File: config.mk
export PLATFORM = sky130hd
export DESIGN_NAME = spi_frame_master
export DESIGN_NICKNAME = d
export VERILOG_FILES = /design/src/rtl/spi_fm_pkg.sv /design/src/rtl/spi_fm_timer.sv /design/src/rtl/spi_fm_shifter.sv /design/src/rtl/spi_frame_master.sv
export SDC_FILE = /design/constraint.sdc
export NUM_CORES = 1
export LEC_CHECK = 0
export BUFFER_PORTS_ARGS = -buffer_cell sky130_fd_sc_hd__buf_2
export CAP_MARGIN = 10
export CORE_MARGIN = 2
export CORE_UTILIZATION = 31
export CTS_CLUSTER_SIZE = 25
export DETAILED_ROUTE_END_ITERATION = 6
export PLACE_DENSITY = 0.58
export SLEW_MARGIN = 20
export SYNTH_ARGS = -nofsm -noshare
export SYNTH_HDL_FRONTEND = slang
export SYNTH_HIERARCHICAL = 1
export SYNTH_SLANG_ARGS = --single-unit
File: constraint.sdc
create_clock -name clk -period 3.1 [get_ports clk]
set_input_delay 0.155 -clock clk [delete_from_list [all_inputs] [get_ports clk]]
set_output_delay 0.155 -clock clk [all_outputs]
set_load 0.1 [all_outputs]
File: src/rtl/spi_fm_pkg.sv
package spi_fm_pkg;

   typedef enum logic [2:0] {
      ST_IDLE,
      ST_LEAD,
      ST_XFER,
      ST_TRAIL,
      ST_GAP
   } fm_state_e;

   typedef struct packed {
      logic cpha;
      logic eol;
   } fm_mode_t;

endpackage

File: src/rtl/spi_fm_timer.sv
module spi_fm_timer #(
   parameter int CW = 8
) (
   input  logic          clk,
   input  logic          rst_n,
   input  logic          load,
   input  logic [CW-1:0] load_val,
   output logic          expired
);

   logic [CW-1:0] cnt_q;

   always_ff @(posedge clk or negedge rst_n) begin
      if (!rst_n) begin
         cnt_q <= '0;
      end else if (load) begin
         cnt_q <= load_val;
      end else if (cnt_q != '0) begin
         cnt_q <= cnt_q - CW'(1);
      end
   end

   assign expired = (cnt_q == '0);

endmodule

File: src/rtl/spi_fm_shifter.sv
module spi_fm_shifter #(
   parameter int MAX_BITS = 16,
   parameter int FB_W     = 5
) (
   input  logic                clk,
   input  logic                rst_n,
   input  logic                load,
   input  logic                load_lsb,
   input  logic [FB_W-1:0]     load_nbits,
   input  logic [MAX_BITS-1:0] tx_word,
   input  logic                advance,
   input  logic                sample,
   input  logic                miso,
   output logic                mosi,
   output logic [MAX_BITS-1:0] rx_aligned
);

   logic                lsb_q;
   logic [FB_W-1:0]     nb_q;
   logic [MAX_BITS-1:0] tx_q;
   logic [MAX_BITS-1:0] rx_q;
   logic [MAX_BITS-1:0] rx_shifted;
   logic [FB_W-1:0]     pad_run;
   logic [FB_W-1:0]     pad_load;

   assign pad_run  = FB_W'(MAX_BITS) - nb_q;
   assign pad_load = FB_W'(MAX_BITS) - load_nbits;

   assign rx_shifted = lsb_q ? {miso, rx_q[MAX_BITS-1:1]}
                             : {rx_q[MAX_BITS-2:0], miso};
   assign rx_aligned = lsb_q ? (rx_shifted >> pad_run) : rx_shifted;
   assign mosi       = lsb_q ? tx_q[0] : tx_q[MAX_BITS-1];

   always_ff @(posedge clk or negedge rst_n) begin
      if (!rst_n) begin
         lsb_q <= 1'b0;
         nb_q  <= FB_W'(MAX_BITS);
         tx_q  <= '0;
         rx_q  <= '0;
      end else if (load) begin
         lsb_q <= load_lsb;
         nb_q  <= load_nbits;
         tx_q  <= load_lsb ? tx_word : (tx_word << pad_load);
         rx_q  <= '0;
      end else begin
         if (advance) begin
            tx_q <= lsb_q ? (tx_q >> 1) : (tx_q << 1);
         end
         if (sample) begin
            rx_q <= rx_shifted;
         end
      end
   end

endmodule

File: src/rtl/spi_frame_master.sv
module spi_frame_master #(
   parameter int MAX_BITS = 16,
   parameter int MIN_BITS = 4,
   parameter int DLY_W    = 8,
   parameter int RXC_W    = 8,
   parameter int FB_W     = $clog2(MAX_BITS + 1)
) (
   input  logic                clk,
   input  logic                rst_n,
   input  logic                start_i,
   input  logic                eol_i,
   input  logic                cpol_i,
   input  logic                cpha_i,
   input  logic                lsb_first_i,
   input  logic [FB_W-1:0]     frame_bits_i,
   input  logic [DLY_W-1:0]    csc_dly_i,
   input  logic [DLY_W-1:0]    asc_dly_i,
   input  logic [DLY_W-1:0]    dt_dly_i,
   input  logic [DLY_W-1:0]    half_per_i,
   input  logic [MAX_BITS-1:0] tx_data_i,
   input  logic                miso_i,
   output logic                sck_o,
   output logic                cs_n_o,
   output logic                mosi_o,
   output logic                busy_o,
   output logic [MAX_BITS-1:0] rx_data_o,
   output logic                done_o,
   output logic                eol_o,
   output logic [RXC_W-1:0]    rx_count_o
);
   import spi_fm_pkg::*;

   localparam int EI_W = $clog2(2 * MAX_BITS + 1);

   if (MIN_BITS < 2 || MIN_BITS > MAX_BITS) begin : g_bad_bits
      $error("spi_frame_master: MIN_BITS must lie in 2..MAX_BITS");
   end
   if (DLY_W < 1 || RXC_W < 1) begin : g_bad_width
      $error("spi_frame_master: DLY_W and RXC_W must be positive");
   end
   if (FB_W < $clog2(MAX_BITS + 1)) begin : g_bad_fbw
      $error("spi_frame_master: FB_W too narrow for MAX_BITS");
   end

   function automatic logic [DLY_W-1:0] minus_one(input logic [DLY_W-1:0] d);
      return (d == '0) ? '0 : d - DLY_W'(1);
   endfunction

   fm_state_e           state_q, state_d;
   fm_mode_t            mode_q;
   logic                pend_q;
   logic [FB_W-1:0]     nbits_q, nbits_in;
   logic [DLY_W-1:0]    half_q, asc_q, dt_q;
   logic [EI_W-1:0]     edge_q, edge_num, edge_total, flag_at;
   logic                sck_q, cs_n_q, done_q, eol_q;
   logic [RXC_W-1:0]    rxc_q;
   logic [MAX_BITS-1:0] rxd_q, rx_next;

   logic                accept, tmr_load, tmr_zero, do_edge;
   logic                edge_odd, sh_adv, sh_smp, flag_edge, last_edge;
   logic [DLY_W-1:0]    tmr_val;

   assign nbits_in = (frame_bits_i < FB_W'(MIN_BITS)) ? FB_W'(MIN_BITS) :
                     (frame_bits_i > FB_W'(MAX_BITS)) ? FB_W'(MAX_BITS) :
                     frame_bits_i;

   assign accept     = (state_q == ST_IDLE) && (start_i || pend_q);
   assign edge_num   = (state_q == ST_LEAD) ? EI_W'(1) : edge_q + EI_W'(1);
   assign edge_total = EI_W'({nbits_q, 1'b0});
   assign flag_at    = mode_q.cpha ? edge_total : edge_total - EI_W'(1);
   assign last_edge  = (edge_num == edge_total);
   assign edge_odd   = edge_num[0];

   assign sh_adv    = do_edge && (mode_q.cpha ? (edge_odd && edge_num != EI_W'(1))
                                              : !edge_odd);
   assign sh_smp    = do_edge && (mode_q.cpha ? !edge_odd : edge_odd);
   assign flag_edge = do_edge && (edge_num == flag_at);

   always_comb begin
      state_d  = state_q;
      tmr_load = 1'b0;
      tmr_val  = '0;
      do_edge  = 1'b0;
      unique case (state_q)
         ST_IDLE: begin
            if (accept) begin
               state_d  = ST_LEAD;
               tmr_load = 1'b1;
               tmr_val  = minus_one(csc_dly_i);
            end
         end
         ST_LEAD: begin
            if (tmr_zero) begin
               do_edge  = 1'b1;
               state_d  = ST_XFER;
               tmr_load = 1'b1;
               tmr_val  = minus_one(half_q);
            end
         end
         ST_XFER: begin
            if (tmr_zero) begin
               do_edge  = 1'b1;
               tmr_load = 1'b1;
               if (last_edge) begin
                  state_d = ST_TRAIL;
                  tmr_val = minus_one(asc_q);
               end else begin
                  tmr_val = minus_one(half_q);
               end
            end
         end
         ST_TRAIL: begin
            if (tmr_zero) begin
               state_d  = ST_GAP;
               tmr_load = 1'b1;
               tmr_val  = minus_one(dt_q);
            end
         end
         ST_GAP: begin
            if (tmr_zero) begin
               state_d = ST_IDLE;
            end
         end
         default: state_d = ST_IDLE;
      endcase
   end

   spi_fm_timer #(.CW(DLY_W)) u_timer (
      .clk      (clk),
      .rst_n    (rst_n),
      .load     (tmr_load),
      .load_val (tmr_val),
      .expired  (tmr_zero)
   );

   spi_fm_shifter #(.MAX_BITS(MAX_BITS), .FB_W(FB_W)) u_shift (
      .clk        (clk),
      .rst_n      (rst_n),
      .load       (accept),
      .load_lsb   (lsb_first_i),
      .load_nbits (nbits_in),
      .tx_word    (tx_data_i),
      .advance    (sh_adv),
      .sample     (sh_smp),
      .miso       (miso_i),
      .mosi       (mosi_o),
      .rx_aligned (rx_next)
   );

   always_ff @(posedge clk or negedge rst_n) begin
      if (!rst_n) begin
         state_q <= ST_IDLE;
         mode_q  <= '0;
         pend_q  <= 1'b0;
         nbits_q <= FB_W'(MAX_BITS);
         half_q  <= '0;
         asc_q   <= '0;
         dt_q    <= '0;
         edge_q  <= '0;
         sck_q   <= 1'b0;
         cs_n_q  <= 1'b1;
         done_q  <= 1'b0;
         eol_q   <= 1'b0;
         rxc_q   <= '0;
         rxd_q   <= '0;
      end else begin
         state_q <= state_d;
         pend_q  <= (pend_q | start_i) & ~accept;
         done_q  <= flag_edge;
         eol_q   <= flag_edge & mode_q.eol;
         if (state_q == ST_IDLE) begin
            sck_q <= cpol_i;
         end
         if (accept) begin
            mode_q.cpha <= cpha_i;
            mode_q.eol  <= eol_i;
            nbits_q     <= nbits_in;
            half_q      <= half_per_i;
            asc_q       <= asc_dly_i;
            dt_q        <= dt_dly_i;
            edge_q      <= '0;
            cs_n_q      <= 1'b0;
         end
         if (do_edge) begin
            sck_q  <= ~sck_q;
            edge_q <= edge_num;
         end
         if (flag_edge) begin
            rxc_q <= rxc_q + RXC_W'(1);
            rxd_q <= rx_next;
         end
         if (state_q == ST_TRAIL && tmr_zero) begin
            cs_n_q <= 1'b1;
         end
      end
   end

   assign sck_o      = sck_q;
   assign cs_n_o     = cs_n_q;
   assign busy_o     = (state_q != ST_IDLE);
   assign done_o     = done_q;
   assign eol_o      = eol_q;
   assign rx_count_o = rxc_q;
   assign rx_data_o  = rxd_q;

endmodule

==> results.toml <==
[floorplanning]
core_mm2 = 0.0262
die-width_um = 168
fp.dieH_um = 168
die_area_mm2 = 0.0281
initial_core_util_pct = 31.7
num_rows = 59
io_pins = 91

[sta]
period_needed_ns = 2.86
drv_slew = 0
holdWs_ns = 0.0243
fin_tns_setup_ns = 0
setup_viol = 0
hold_violations = 0
timing.fmax_ghz = 0.349
fin_ws_ns = 0.235
fin_skew_ns = 0.0143
period_share_pct = 92.4
maxSlewHeadroom_pct = 52.0
worst_pin_slew_ns = 0.718

[clock_tree]
clk_latency_ns = 0.42
clock_path_buffers = 2
clkSlewWorstSetupHoldPaths_ns = 0.06
numCtsBuffers = 17
clock-sinks = 115
root_buffer = "clkbuf_16"
cts_tree = "done"
post_cts_buffers = 0
htree_levels = 4

[worst_setup_path]
crit_type = "reg2reg"
reg2reg_slack_ns = 0.24
slowest_stage = "xnor2_1"
cpPeakStageDelay_ns = 0.46
cp_num_buf_inv = 1
arrival_ns = 3.17
rr_endpoint = "rx_data_o[7]"
path_delay_family = "compound AO/OA/AOI/OAI gates"
cp-end-kind = "flop"
critPathRequiredTime_ns = 3.40
timing.rr.start = "edge_q[1]"
cp_max_fo = 20
r2r_cells = 8
crit_path_cell_trace = "ha_1 -> xnor2_1 -> a21oi_1 -> a2111oi_2 -> a32oi_2 -> a211oi_2 -> buf_12 -> mux2_1"
start_kind = "flop"

[grt]
gr-usage-all-layers_pct = 15.9
grt_pass1_vias = 6883
grt_overflow = 0
grt_max_degree = 116
grt_pass1_wl_um = 36300
antenna_found_initial = 1

[pwr]
power_density_mw_per_mm2 = 929
internal_power_w = 0.00516
combinationalPowerShare_pct = 51.1
clkPwrFrac_pct = 20.2
seqPwrFrac_pct = 28.7
power_switching_w = 0.00417
leakage_nw = 4.40
ir_drop_mv = 0.396
swShare_pct = 44.7

[placed_design]
gp_congestion = 0.876
place.detailed.hpwl_um = 15900
place_ws_ns = 0.160
portBuffers = 90

[min_path]
min_to = "u_shift/tx_q[14]"
hp-class = "in2reg"
holdPathStages = 3
hold_path.startpoint = "tx_data_i[14]"

[drt]
drt-pass1-iter-count = 5
antenna_left = 0
viasPerCell = 5.24
drc = 0
vias = 7215
wire_per_inst_um = 15.9
routed_wl_um = 21900
drt-initial-drc-count = 568

[yosys]
synthFlopType = "dfrtp_1"
syn-cell-area_mm2 = 0.00831
ys_warn_count = 6
avgSynthCellArea_um2 = 9.05
yosysTopAreaCellShare_pct = 33.7
synth.yosys.seq_area_share_pct = 34.7
synth_cells = 918
synth_nets = 993
synth_seq_cells = 115
synthTopCellsByArea = "dfrtp_1 (34%), nand2_1 (6.1%), mux2i_1 (6.0%)"
ys_types = 85
synth_edf_count = 0
async_flop_share_pct = 100
yosys.area.top_type = "dfrtp_1"

[outcome]
status = "finished clean"

[cells_and_area]
drive_above_1_share_pct = 21.2
area_delta_synth_final_pct = 20.9
antenna_cells = 0
layout.nets = 1105

[flow_run]
drv_cap = 0
==> how the worst max path moves through the flow <==
stage                          start                to  slack [ns]  cells after the start
global route        u_timer/cnt_q[0]     rx_count_o[1]      -0.002                     11
detailed placement  u_timer/cnt_q[0]      rx_data_o[7]        0.16                     11
finish                     edge_q[1]      rx_data_o[7]        0.24                      8
CTS                 u_timer/cnt_q[0]      rx_data_o[9]        0.12                     11
floorplan           u_timer/cnt_q[0]  u_shift/tx_q[11]        0.08                     14
global placement    u_timer/cnt_q[0]      rx_data_o[1]        0.23                     11
==> worst register-to-register path: stages, from the launching register on <==
cell       delay [ns]
dfrtp_1          0.43
ha_1             0.29
xnor2_1          0.46
a21oi_1          0.10
a2111oi_2        0.40
a32oi_2          0.19
a211oi_2         0.35
buf_12           0.21
mux2_1           0.34
==> what timing repair did <==
action	in CTS	in global routing
resized for setup	0	2
hold endpoints to repair	139	0
setup endpoints to repair	0	17
hold buffers	28	0
==> area by class of cell <==
cell class | count | area [um2]
fillers | 2607 | 16200
multi-input cells | 718 | 5070
flip-flops and latches | 115 | 2880
repair buffers | 147 | 988
clock buffers | 20 | 467
well taps | 335 | 419
inverters | 31 | 118
clock inverters | 11 | 104
==> flip-flops by register name, indices dropped and copies added (netlist names), 2 cells and up <==
| register | flops |
|---|---|
| mode_q | 2 |
| asc_q | 8 |
| u_shift/nb_q | 5 |
| edge_q | 6 |
| dt_q | 8 |
| nbits_q | 5 |
| state_q | 3 |
| half_q | 8 |
| u_shift/rx_q | 16 |
| u_timer/cnt_q | 8 |
| rx_data_o | 16 |
| u_shift/tx_q | 16 |
| rx_count_o | 8 |
==> metrics by stage <==
stage                     utilization [%]  cells  cell area [um2]  total power [W]
after global placement               35.0   1318             9180          0.00732
after CTS                            38.3   1377            10000          0.00935
final                                38.3   1377            10000          0.00933
after global routing                 38.3   1377            10000           0.0100
after floorplan                         -    918             8320          0.00625
after detailed placement             35.0   1318             9180          0.00737
==> cells in the final DEF (no fill, tap or decap), types with 19 or more instances in the layout <==
cell type / count
a21oi_1: 36
buf_4: 27
a211oi_1: 22
mux2i_1: 50
mux4_2: 21
nand3_1: 22
mux2_2: 22
xnor2_1: 25
nor2_1: 98
o21ai_0: 48
dlygate4sd3_1: 28
buf_2: 89
nand2_1: 135
inv_1: 29
nor3_1: 19
dfrtp_1: 112
==> cell families after synthesis <==
group,count (synthesis),synth area share [%]
buf+inv,85,4.65
xor+xnor,45,5.06
simple gates,351,19.7
fa+ha+maj,14,2.11
flops,115,34.7
compound gates,198,16.8
mux,110,17.0
==> cell usage after synthesis, types with 15 or more instances <==
master and n:
mux2_1 17, buf_2 15, o21ai_0 48, nand3_1 22
clkbuf_1 24, a21oi_1 37, mux2_2 22, nor2_1 100
xor2_1 18, nand2_1 135, mux4_2 21, xnor2_1 25
dfrtp_1 112, a211oi_1 22, nor3_1 20, mux2i_1 50
inv_1 29
==> layer usage <==
metal  wire length [um]  global-route usage [%]  part of all wire, %
met1              11100                    23.4                   50
met2               9660                    24.3                   44
met3               1010                    2.62                  4.6
met4                188                    3.89                 0.86
met5                  0                       0                    0
==> power by group through the flow <==
stage               registers, W  clock network, W  logic [W]
floorplan                0.00256                 0    0.00369
global placement         0.00268                 0    0.00464
detailed placement       0.00269                 0    0.00468
CTS                      0.00267           0.00194    0.00474
global route             0.00277           0.00201    0.00523
finish                   0.00268           0.00189    0.00476
No activity file was read; power rests on OpenSTA's default activity.
